[config.mk]
export PLATFORM = sky130hd
export DESIGN_NAME = cfg_pulse_burst
export DESIGN_NICKNAME = d
export VERILOG_FILES = /design/src/rtl/cpb_pkg.sv /design/src/rtl/cpb_regs.sv /design/src/rtl/cpb_engine.sv /design/src/rtl/cfg_pulse_burst.sv
export SDC_FILE = /design/constraint.sdc
export NUM_CORES = 1
export LEC_CHECK = 0
export ABC_AREA = 1
export ABC_CLOCK_PERIOD_IN_PS = 1950
export BUFFER_PORTS_ARGS = -buffer_cell sky130_fd_sc_hd__buf_2
export CAP_MARGIN = 20
export CORE_ASPECT_RATIO = 0.5
export CORE_MARGIN = 2
export CORE_UTILIZATION = 35
export CTS_BUF_LIST = sky130_fd_sc_hd__clkbuf_4 sky130_fd_sc_hd__clkbuf_8
export CTS_CLUSTER_DIAMETER = 80
export CTS_CLUSTER_SIZE = 8
export DETAILED_ROUTE_END_ITERATION = 16
export PLACE_DENSITY_LB_ADDON = 0.2
export SLEW_MARGIN = 0
export SYNTH_ARGS = -nofsm -noshare
export SYNTH_HDL_FRONTEND = slang
export SYNTH_SLANG_ARGS = --single-unit
[constraint.sdc]
create_clock -name clk -period 1.95 [get_ports clk]
set_input_delay 0.39 -clock clk [delete_from_list [all_inputs] [get_ports clk]]
set_output_delay 0.39 -clock clk [all_outputs]
set_load 0.03 [all_outputs]
[src/rtl/cpb_pkg.sv]
package cpb_pkg;

    localparam int unsigned BUS_W = 32;

    // Byte offsets decoded by the register block
    localparam logic [BUS_W-1:0] OFS_COUNT  = 32'h0000_0008;
    localparam logic [BUS_W-1:0] OFS_STATUS = 32'h0000_000C;

    // Status word bit positions
    localparam int unsigned ST_DONE_BIT = 0;
    localparam int unsigned ST_BUSY_BIT = 1;

    typedef enum logic [1:0] {
        SEL_NONE   = 2'd0,
        SEL_COUNT  = 2'd1,
        SEL_STATUS = 2'd2
    } reg_sel_e;

    // Engine-visible state flags
    typedef struct packed {
        logic busy;
        logic level;
        logic done;
    } eng_flags_t;

    function automatic reg_sel_e decode_offset(input logic [BUS_W-1:0] ofs);
        if (ofs == OFS_COUNT)
            return SEL_COUNT;
        else if (ofs == OFS_STATUS)
            return SEL_STATUS;
        else
            return SEL_NONE;
    endfunction

    function automatic logic [BUS_W-1:0] status_word(input logic busy_f, input logic done_f);
        logic [BUS_W-1:0] w;
        w              = '0;
        w[ST_DONE_BIT] = done_f;
        w[ST_BUSY_BIT] = busy_f;
        return w;
    endfunction

endpackage

[src/rtl/cpb_regs.sv]
module cpb_regs
    import cpb_pkg::*;
#(
    parameter int unsigned ADDR_W = 8,
    parameter int unsigned CNT_W  = 16
) (
    input  logic              clk,
    input  logic              rst,
    input  logic              bus_wr,
    input  logic              bus_rd,
    input  logic [ADDR_W-1:0] bus_addr,
    input  logic [BUS_W-1:0]  bus_wdata,
    input  logic              busy,
    input  logic              done,
    input  logic [CNT_W-1:0]  last_cnt,
    output logic              cnt_wr,
    output logic [CNT_W-1:0]  cnt_val,
    output logic              clr_done,
    output logic [BUS_W-1:0]  bus_rdata
);

    reg_sel_e sel;
    logic     unused_hi;

    assign sel       = decode_offset(BUS_W'(bus_addr));
    assign cnt_wr    = bus_wr && (sel == SEL_COUNT);
    assign cnt_val   = bus_wdata[CNT_W-1:0];
    assign clr_done  = bus_wr && (sel == SEL_STATUS) && bus_wdata[ST_DONE_BIT];
    assign unused_hi = ^bus_wdata[BUS_W-1:CNT_W];

    always_ff @(posedge clk) begin
        if (rst) begin
            bus_rdata <= '0;
        end else if (bus_rd) begin
            case (sel)
                SEL_COUNT:  bus_rdata <= BUS_W'(last_cnt);
                SEL_STATUS: bus_rdata <= status_word(busy, done);
                default:    bus_rdata <= '0;
            endcase
        end
    end

endmodule

[src/rtl/cpb_engine.sv]
module cpb_engine
    import cpb_pkg::*;
#(
    parameter int unsigned CNT_W = 16
) (
    input  logic             clk,
    input  logic             rst,
    input  logic             cnt_wr,
    input  logic [CNT_W-1:0] cnt_val,
    input  logic             clr_done,
    output logic             dclk,
    output logic             busy,
    output logic             done,
    output logic [CNT_W-1:0] last_cnt
);

    localparam logic [CNT_W-1:0] ONE = CNT_W'(1);

    eng_flags_t       st;
    logic [CNT_W-1:0] remain;

    always_ff @(posedge clk) begin
        if (rst) begin
            st       <= '0;
            remain   <= '0;
            last_cnt <= '0;
        end else begin
            if (clr_done)
                st.done <= 1'b0;
            if (!st.busy) begin
                if (cnt_wr) begin
                    last_cnt <= cnt_val;
                    if (cnt_val == '0) begin
                        st.done <= 1'b1;
                    end else begin
                        st.busy <= 1'b1;
                        st.level <= 1'b1;
                        remain   <= cnt_val;
                    end
                end
            end else if (st.level) begin
                st.level <= 1'b0;
                remain   <= remain - ONE;
            end else if (remain == '0) begin
                st.busy <= 1'b0;
                st.done <= 1'b1;
            end else begin
                st.level <= 1'b1;
            end
        end
    end

    assign dclk = st.level;
    assign busy = st.busy;
    assign done = st.done;

endmodule

[src/rtl/cfg_pulse_burst.sv]
module cfg_pulse_burst
    import cpb_pkg::*;
#(
    parameter int unsigned ADDR_W = 8,
    parameter int unsigned CNT_W  = 16
) (
    input  logic              clk,
    input  logic              rst,
    input  logic              bus_wr,
    input  logic              bus_rd,
    input  logic [ADDR_W-1:0] bus_addr,
    input  logic [31:0]       bus_wdata,
    output logic [31:0]       bus_rdata,
    output logic              dclk,
    output logic              busy
);

    logic             cnt_wr;
    logic [CNT_W-1:0] cnt_val;
    logic             clr_done;
    logic             done_flag;
    logic [CNT_W-1:0] last_cnt;

    cpb_regs #(.ADDR_W(ADDR_W), .CNT_W(CNT_W)) u_regs (
        .clk       (clk),
        .rst       (rst),
        .bus_wr    (bus_wr),
        .bus_rd    (bus_rd),
        .bus_addr  (bus_addr),
        .bus_wdata (bus_wdata),
        .busy      (busy),
        .done      (done_flag),
        .last_cnt  (last_cnt),
        .cnt_wr    (cnt_wr),
        .cnt_val   (cnt_val),
        .clr_done  (clr_done),
        .bus_rdata (bus_rdata)
    );

    cpb_engine #(.CNT_W(CNT_W)) u_engine (
        .clk      (clk),
        .rst      (rst),
        .cnt_wr   (cnt_wr),
        .cnt_val  (cnt_val),
        .clr_done (clr_done),
        .dclk     (dclk),
        .busy     (busy),
        .done     (done_flag),
        .last_cnt (last_cnt)
    );

endmodule

==> flow_summary.ini, run 1 <==
[outcome]
status = complete, no violations

[clock_tree]
postCtsSetupBuffers = 0
clock_tree_from_tritoncts = yes
clkSinkCount = 51
post_cts_resized = 0
cts-root-to-sink-buffers = 2
cts_inserted_buffers = 5
insertion_delay_ns = 0.30
cts.clk_slew.worst_paths_ns = 0.10
cts_root_buf = clkbuf_8
holdBufCountCts = 0
ctsHtreeMaxLevel = 2

[setup_path]
ff2ff_path_depth = 8
endpoint_kind = register
worst_ep_arrival_time_ns = 1.89
crit_required_ns = 2.18
critical_path.startpoint_type = register
worstSetupPathType = register to register
cp_max_fo = 6

[logic_synthesis]
ys_seq_area_share_pct = 37.6
synth.top_cells.by_count = 87 x nand2_1, 60 x nor2_1, 51 x dfxtp_1, 48 x a21oi_1, 46 x o21ai_0
synth_async_sr_flop_share_pct = 0
syn-mean-instance-area_sq_um = 6.51
synth_largest_area_cell = dfxtp_1
synth-edff-count = 0
ys.warnings.count = 0
synth_top_cell_area_share_pct = 37.6
ys_ff_latch = 51
netlist_instances = 417
ys_dominant_reg_cell = dfxtp_1
synth_cell_type_count = 27
synth_area_sq_mm = 0.00271
yosysMostFrequentCell = nand2_1
synth.top_cells.by_area = dfxtp_1 38%, nand2_1 12%, a21oi_1 8.9%, o21ai_0 8.5%, nor2_1 8.3%

[cells_and_area]
instances_no_fill = 558
area.growth.synth_to_final_pct = 14.7
final_area_sq_mm = 0.00311
utilization_pct = 41.9
post_layout_nets = 508
share_of_final_layout_standard_cells_stronger_than_drive_strength_1_pct = 15.8
nFillCells = 840
antenna-diode-count = 0

[floorplan]
num_io_pins = 78
start_util_pct = 36.5
num_rows = 22
fp.dieArea_sq_mm = 0.00851
die_width_microns = 129
die_y_microns = 66.3
design.core.area_sq_mm = 0.00743

[global_routing]
grt_util_all_layers_pct = 17.0
first_pass_grt_wire_length_microns = 11400
antenna_found_initial = 0
grt_overflow = 0
grt_max_degree = 32
vias_in_the_first_global_route = 2259

[sta]
worst_setup_margin_ns = 0.294
setup_viol = 0
clock-skew-final_ns = 0.00824
layout_min_cycle_time_ns = 1.66
timing.final.hold_violations = 0
rsz0062_at_grt = false
totalNegativeSetupSlack_ns = 0
max_freq_ghz = 0.604
min_period_over_period_pct = 84.9
slew_viol_final = 0

[route]
dr_total_vias = 2606
route.detailed.vias_per_inst = 4.67
first_pass_iters = 4
finalWirelength_microns = 6780
route.detailed.wl_per_inst_microns = 12.2
drt_drc_violations_left = 0
drt_iter0_markers = 261
postRouteAntennaNets = 0

[placed_design]
placed_cells = 551
place_worst_setup_slack_ns = 0.260
gpl.final_weighted_congestion = 0.859
place.port_buffers = 45
dp_hpwl_microns = 4950
dpl-instance-area_sq_mm = 0.00300

[hold_path]
worst_hold_path_type = primary input to register
timing.hold.worst_path_depth = 3

[power]
p_clk_share_pct = 36.2
standby_leakage_power_nw = 1.38
share_comb_of_total_power_pct = 11.3
power-per-cell-area_mw_per_mm2 = 653
max-vdd-ir-drop_mv = 0.260
share_seq_of_total_power_pct = 52.5
p_int_mw = 1.50
total_net_switching_power_uw = 533
p_sw_share_pct = 26.2

[run]
drv.max_cap_violation_count = 0
[per-layer routing]
| metal | global-route usage [%] | routed length, microns | up-vias |
|---|---|---|---|
| li1 | - | - | 1400 |
| met1 | 25.4 | 3670 | 1144 |
| met2 | 25.1 | 2760 | 60 |
| met3 | 3.16 | 309 | 2 |
| met4 | 4.08 | 40 | 0 |
| met5 | 0 | 0 | - |
[cell type report]
| cell class | count | area (sq um) | area share (%) |
|---|---|---|---|
| multi-input combinational | 300 | 1370 | 44.1 |
| sequential | 51 | 1020 | 32.8 |
| timing repair buffer | 57 | 315 | 10.1 |
| inverter | 47 | 176 | 5.67 |
| tap | 96 | 120 | 3.86 |
| clock buffer | 5 | 68.8 | 2.21 |
| clock inverter | 2 | 37.5 | 1.21 |
[critical path: stages, from the launching register on]
cell and delay (ns):
dfxtp_1 0.32, inv_1 0.15, ha_1 0.19, nand3_1 0.10
nor2_1 0.35, nand4_1 0.14, a21oi_1 0.15, nand2_1 0.06
a21oi_1 0.12
[path summary, 6_finish.rpt]
| kind | from | to | slack (ns) |
|---|---|---|---|
| min | bus_wdata[8] | u_engine.last_cnt[8]$_SDFFE_PP0P_ | 0.40 |
| max reg2reg | u_engine.remain[0]$_SDFFE_PP0P_ | u_engine.remain[12]$_SDFFE_PP0P_ | 0.29 |
| max | u_engine.remain[0]$_SDFFE_PP0P_ | u_engine.remain[12]$_SDFFE_PP0P_ | 0.29 |
| min reg2reg | u_engine.last_cnt[2]$_SDFFE_PP0P_ | u_engine.last_cnt[2]$_SDFFE_PP0P_ | 0.45 |
[power groups by stage]
stage / clock (mW) / sequential [mW] / combinational (mW)
2_1_floorplan: 0 / 1.12 / 0.142
3_3_place_gp: 0 / 1.09 / 0.229
3_5_place_dp: 0 / 1.09 / 0.229
4_1_cts: 0.757 / 1.07 / 0.230
5_1_grt: 0.798 / 1.07 / 0.255
6_report: 0.735 / 1.07 / 0.229
[flip-flops by register name (all words and copies together) (netlist names)]
name	cells
u_engine.last_cnt	16
u_engine.remain	16
u_regs.bus_rdata	16
u_engine.busy	1
u_engine.dclk	1
u_engine.done	1
[kinds of logic after synthesis]
| family | Yosys count | synth area share [%] |
|---|---|---|
| simple gates | 183 | 28.9 |
| compound gates | 99 | 18.5 |
| buf+inv | 81 | 13.9 |
| flops | 51 | 37.6 |
| fa+ha+maj | 2 | 0.922 |
| other cells | 1 | 0.138 |
[placed cells by master (no fill, tap or decap)]
master / instances
a21oi_1: 48
a31o_2: 1
a31oi_1: 1
buf_2: 45
buf_4: 12
bufinv_16: 1
clkbuf_8: 5
clkinvlp_4: 1
conb_1: 16
dfxtp_1: 51
ha_1: 2
inv_1: 45
inv_2: 2
nand2_1: 87
nand2_4: 2
nand3_1: 18
nand3_2: 1
nand3_4: 1
nand3b_1: 1
nand4_1: 9
nor2_1: 60
nor2_4: 1
nor3_1: 2
o21ai_0: 46
o21ai_1: 1
o22ai_1: 2
or2_2: 1
[per-stage QoR]
stage / hold slack [ns] / total power, mW
floorplan: 0.423 / 1.26
global placement: 0.436 / 1.32
detailed placement: 0.437 / 1.32
CTS: 0.377 / 2.05
global route: 0.393 / 2.12
finish: 0.396 / 2.03
No activity file was read; power rests on OpenSTA's default activity.
==> inputs of run 2 (changes only) <==
--- a/config.mk
+++ b/config.mk
@@ -6,7 +6,7 @@
 export NUM_CORES = 1
 export LEC_CHECK = 0
 export ABC_AREA = 1
-export ABC_CLOCK_PERIOD_IN_PS = 1950
+export ABC_CLOCK_PERIOD_IN_PS = 1540
 export BUFFER_PORTS_ARGS = -buffer_cell sky130_fd_sc_hd__buf_2
 export CAP_MARGIN = 20
 export CORE_ASPECT_RATIO = 0.5
==> constraint.sdc (replaced) <==
create_clock -name clk -period 1.54 [get_ports clk]
set_input_delay 0.308 -clock clk [delete_from_list [all_inputs] [get_ports clk]]
set_output_delay 0.308 -clock clk [all_outputs]
set_load 0.03 [all_outputs]
==> run 2 against run 1 <==
Net effect: global-route usage up 0.21 points; power rose by 40%; sequential cell count is the same; clock power grew 59%; critical path type is now register to primary output; worst setup slack worse by 0.20 ns; register-to-register slack got worse by 0.17 ns; sequential power increased by 26%; cell count grew 2.9%; sequential share of layout area decreased by 2.1 points; design area increased by 7.1%; first-iteration DRC count fell by 12%.
==> flow_summary.ini, run 2 (synthesis gave the netlist of run 1 again) <==
[outcome]
status = complete, no violations

[hold_path]
worst_hold_path_type = primary input to register
timing.hold.worst_path_depth = 2

[route]
finalWirelength_microns = 6780
drt_drc_violations_left = 0
route.detailed.vias_per_inst = 4.56
dr_total_vias = 2618
first_pass_iters = 4
postRouteAntennaNets = 0
route.detailed.wl_per_inst_microns = 11.8
drt_iter0_markers = 230

[clock_tree]
cts.clk_slew.worst_paths_ns = 0.11
ctsHtreeMaxLevel = 2
clkSinkCount = 51
postCtsSetupBuffers = 0
clock_tree_from_tritoncts = yes
cts_root_buf = clkbuf_8
holdBufCountCts = 0
cts-root-to-sink-buffers = 2
cts_inserted_buffers = 5
insertion_delay_ns = 0.33

[sta]
slew_viol_final = 0
layout_min_cycle_time_ns = 1.45
rsz0062_at_grt = true
timing.final.hold_violations = 0
clock-skew-final_ns = 0.0187
min_period_over_period_pct = 94.2
minimum_hold_slack_ns = 0.232
max_freq_ghz = 0.690
setup_viol = 0

[setup_path]
endpoint_kind = primary output
worstSetupPathType = register to primary output
ff2ff_path_depth = 11
crit_required_ns = 1.23
worst_ep_arrival_time_ns = 1.14
critical_path.startpoint_type = register
cp_cell_sequence = buf_4 -> buf_2
timing.critical_path.slowest_cell_delay_ns = 0.41
critical_path.slowest_cell = dfxtp_1
cp_max_fo = 9

[cells_and_area]
area.sequential_sq_mm = 0.00102
antenna-diode-count = 0
multi_input_area_sq_mm = 0.00142
layout_commonest_cell = nand2_1
largest_registers = u_engine.last_cnt x16, u_engine.remain x16, u_regs.bus_rdata x16
post_layout_nets = 523
area.growth.synth_to_final_pct = 22.8
share_of_final_layout_standard_cells_stronger_than_drive_strength_1_pct = 21.3
nFillCells = 798
highest_count_cells_in_the_layout_ignoring_fill_and_taps = 86 x nand2_1, 57 x nor2_1, 49 x dfxtp_1
final_area_sq_mm = 0.00333

[placed_design]
place.port_buffers = 45
dpl-instance-area_sq_mm = 0.00313
dp_hpwl_microns = 4900
gpl.final_weighted_congestion = 0.855

[power]
power-per-cell-area_mw_per_mm2 = 851
totalPowerFinal_mw = 2.84
standby_leakage_power_nw = 1.49
max-vdd-ir-drop_mv = 0.522

[global_routing]
first_pass_grt_wire_length_microns = 11500
grt_overflow = 0
antenna_found_initial = 0
grt_util_all_layers_pct = 17.2
gr-usage-met1_pct = 25.1
grt_busiest_layer = met1
grt_max_degree = 38
vias_in_the_first_global_route = 2397
gr-usage-met2_pct = 24.6
grt_use_met3_pct = 4.05

[run]
drv.max_cap_violation_count = 0

[floorplan]
design.core.area_sq_mm = 0.00743
start_util_pct = 36.5
num_io_pins = 78
die_width_microns = 129
num_rows = 22
fp.dieArea_sq_mm = 0.00851
die_y_microns = 66.3
## run 2: critical path, delay by kind of cell, from the launching register on
family,cells,cell delay (ns)
DFF,1,0.41
buffers and inverters,2,0.40
## run 2: metal layers
| metal | part of all wire [%] | up-vias |
|---|---|---|
| met5 | 0 | - |
| met4 | 1.3 | 0 |
| met3 | 5.0 | 9 |
| met2 | 39 | 64 |
| met1 | 54 | 1120 |
| li1 | - | 1425 |
## run 2: cell type report
type                            count  area share, %
Tap cell                           96           3.61
Clock inverter                      3           2.14
Inverter                           47           5.37
Timing Repair Buffer               72           13.3
Clock buffer                        5           2.07
Sequential cell                    51           30.7
Multi-Input combinational cell    300           42.8
## run 2: final timing paths
path                                           from                                 to  slack [ns]
setup / recovery           u_engine.busy$_SDFF_PP0_                               busy        0.09
hold / removal                               bus_rd   u_regs.bus_rdata[2]$_SDFFE_PP0P_        0.23
setup reg to reg    u_engine.remain[1]$_SDFFE_PP0P_   u_engine.remain[11]$_SDFFE_PP0P_        0.12
hold reg to reg   u_engine.last_cnt[2]$_SDFFE_PP0P_  u_engine.last_cnt[2]$_SDFFE_PP0P_        0.45
## run 2: repair_timing
| item | in CTS | in global routing |
|---|---|---|
| pin swaps | 0 | 4 |
| setup endpoints to repair | 1 | 8 |
| gates resized for setup | 1 | 17 |
| hold endpoints to repair | 0 | 0 |
## run 2: through the flow
stage	worst slack, ns	TNS [ns]	cells	utilization, %
after floorplan	0.130	0	432	-
after global placement	0.0350	0	566	42.1
after detailed placement	0.0152	0	566	42.1
after CTS	0.0534	0	574	44.1
after global routing	-0.0233	-0.0233	574	44.8
final	0.0900	0	574	44.8
## run 2: power by group
part	switching, mW	internal, mW
Combinational	0.215	0.102
Sequential	0.00889	1.34
Clock	0.510	0.660
==> inputs of run 3 (changes only) <==
--- a/config.mk
+++ b/config.mk
@@ -11,12 +11,12 @@
 export CAP_MARGIN = 20
 export CORE_ASPECT_RATIO = 0.5
 export CORE_MARGIN = 2
-export CORE_UTILIZATION = 35
+export CORE_UTILIZATION = 54
 export CTS_BUF_LIST = sky130_fd_sc_hd__clkbuf_4 sky130_fd_sc_hd__clkbuf_8
 export CTS_CLUSTER_DIAMETER = 80
 export CTS_CLUSTER_SIZE = 8
 export DETAILED_ROUTE_END_ITERATION = 16
-export PLACE_DENSITY_LB_ADDON = 0.2
+export PLACE_DENSITY_LB_ADDON = 0.15
 export SLEW_MARGIN = 0
 export SYNTH_ARGS = -nofsm -noshare
 export SYNTH_HDL_FRONTEND = slang
==> run 3 against run 2 <==
Net effect: clock power down 17%; via count grew 6.8%; sequential power hardly changed; largest power group unchanged.
==> flow_summary.ini, run 3 (synthesis gave the netlist of run 1 again) <==
[clock_tree]
cts-root-to-sink-buffers = 2
cts_inserted_buffers = 5
clock_tree_from_tritoncts = yes
cts.clk_slew.worst_paths_ns = 0.10
ctsHtreeMaxLevel = 2
clkSinkCount = 51
cts_root_buf = clkbuf_8
insertion_delay_ns = 0.32
holdBufCountCts = 0

[global_routing]
vias_in_the_first_global_route = 2222
grt_max_degree = 38
first_pass_grt_wire_length_microns = 10700
antenna_found_initial = 0
grt_util_all_layers_pct = 24.5
grt_overflow = 0

[route]
finalWirelength_microns = 6780
postRouteAntennaNets = 0
drt_drc_violations_left = 0
drt_iter0_markers = 185
first_pass_iters = 5
dr_total_vias = 2797
route.detailed.vias_per_inst = 5.21
route.detailed.wl_per_inst_microns = 12.6

[setup_path]
worst_ep_arrival_time_ns = 1.64
critical_path.startpoint_type = register
cp_max_fo = 8
worstSetupPathType = register to register
endpoint_kind = register
crit_required_ns = 1.76

[cells_and_area]
instances_no_fill = 537
layout_commonest_cell = nand2_1
largest_registers = u_engine.last_cnt x16, u_engine.remain x16, u_regs.bus_rdata x16
final_area_sq_mm = 0.00315
highest_count_cells_in_the_layout_ignoring_fill_and_taps = 86 x nand2_1, 59 x nor2_1, 50 x dfxtp_1
post_layout_nets = 512
utilization_pct = 64.5
share_of_final_layout_standard_cells_stronger_than_drive_strength_1_pct = 18.4
antenna-diode-count = 0
area.growth.synth_to_final_pct = 16.3

[floorplan]
fp.dieArea_sq_mm = 0.00564
num_rows = 18
num_io_pins = 78
die_y_microns = 54.1
die_width_microns = 104
design.core.area_sq_mm = 0.00489
start_util_pct = 55.5

[power]
p_clk_share_pct = 37.1
totalPowerFinal_mw = 2.61
max-vdd-ir-drop_mv = 0.516
p_int_mw = 1.91
share_seq_of_total_power_pct = 51.6
p_sw_share_pct = 26.8
total_net_switching_power_uw = 700
standby_leakage_power_nw = 1.42
share_comb_of_total_power_pct = 11.3
power-per-cell-area_mw_per_mm2 = 829

[placed_design]
place.port_buffers = 45
place_worst_setup_slack_ns = 0.00485
gpl.final_weighted_congestion = 0.894
dp_hpwl_microns = 4870
dpl-instance-area_sq_mm = 0.00300
placed_cells = 529

[sta]
worst_setup_margin_ns = 0.110
max_freq_ghz = 0.699
totalNegativeSetupSlack_ns = 0
min_period_over_period_pct = 92.8
setup_viol = 0
rsz0062_at_grt = false
timing.final.hold_violations = 0
layout_min_cycle_time_ns = 1.43
minimum_hold_slack_ns = 0.297
clock-skew-final_ns = 0.0108
slew_viol_final = 0

[outcome]
status = complete, no violations

[run]
drv.max_cap_violation_count = 0

[hold_path]
worst_hold_path_type = primary input to register
[run 3: cell count changes in the layout (fill, tap and decap cells not counted), moves of 2 or more]
cell     change
a21oi_1      +2
buf_4        -9
a21oi_2      -2
nor2_1       +2
[run 3: power groups by stage]
stage,combinational (mW),sequential (mW),clock [mW]
after detailed placement,0.288,1.38,0
after floorplan,0.179,1.42,0
final,0.294,1.35,0.970
after global placement,0.281,1.38,0
after CTS,0.289,1.35,0.994
after global routing,0.318,1.35,1.04
[run 3: repair_timing]
item	CTS	global route
setup buffers	0	0
setup endpoints to repair	0	8
resized for setup	0	10
[run 3: layer usage]
layer | global-route usage [%] | vias up | wire length [microns]
met3 | 4.12 | 7 | 529
li1 | - | 1410 | -
met5 | 0 | - | 0
met2 | 38.5 | 102 | 2970
met4 | 8.78 | 0 | 75
met1 | 34.5 | 1278 | 3210
[run 3: area by class of cell]
class                           count  area [sq um]
Tap cell                           70          87.6
Clock buffer                        5          68.8
Clock inverter                      3          47.5
Timing Repair Buffer               61           345
Sequential cell                    51          1020
Inverter                           47           176
Multi-Input combinational cell    300          1410
Fill cell                         450          1730
[run 3: path summary, 6_finish.rpt]
kind | endpoint | cells after the start | from | slack [ns]
worst max register to register | u_engine.remain[11]$_SDFFE_PP0P_ | 11 | u_engine.remain[1]$_SDFFE_PP0P_ | 0.11
worst min register to register | u_engine.last_cnt[12]$_SDFFE_PP0P_ | 2 | u_engine.last_cnt[12]$_SDFFE_PP0P_ | 0.45
worst max-delay path | u_engine.remain[11]$_SDFFE_PP0P_ | 11 | u_engine.remain[1]$_SDFFE_PP0P_ | 0.11
worst min-delay path | u_engine.last_cnt[8]$_SDFFE_PP0P_ | 3 | bus_wdata[8] | 0.30
[run 3: critical path, cell delays in order (launching register included)]
cell,delay [ns]
dfxtp_1,0.34
nor2_1,0.18
nand2_2,0.09
nor2_1,0.10
buf_4,0.16
nand2_1,0.07
inv_1,0.08
nand2_1,0.06
nand3_1,0.07
nand2_1,0.05
nor2_1,0.08
nor2_1,0.05
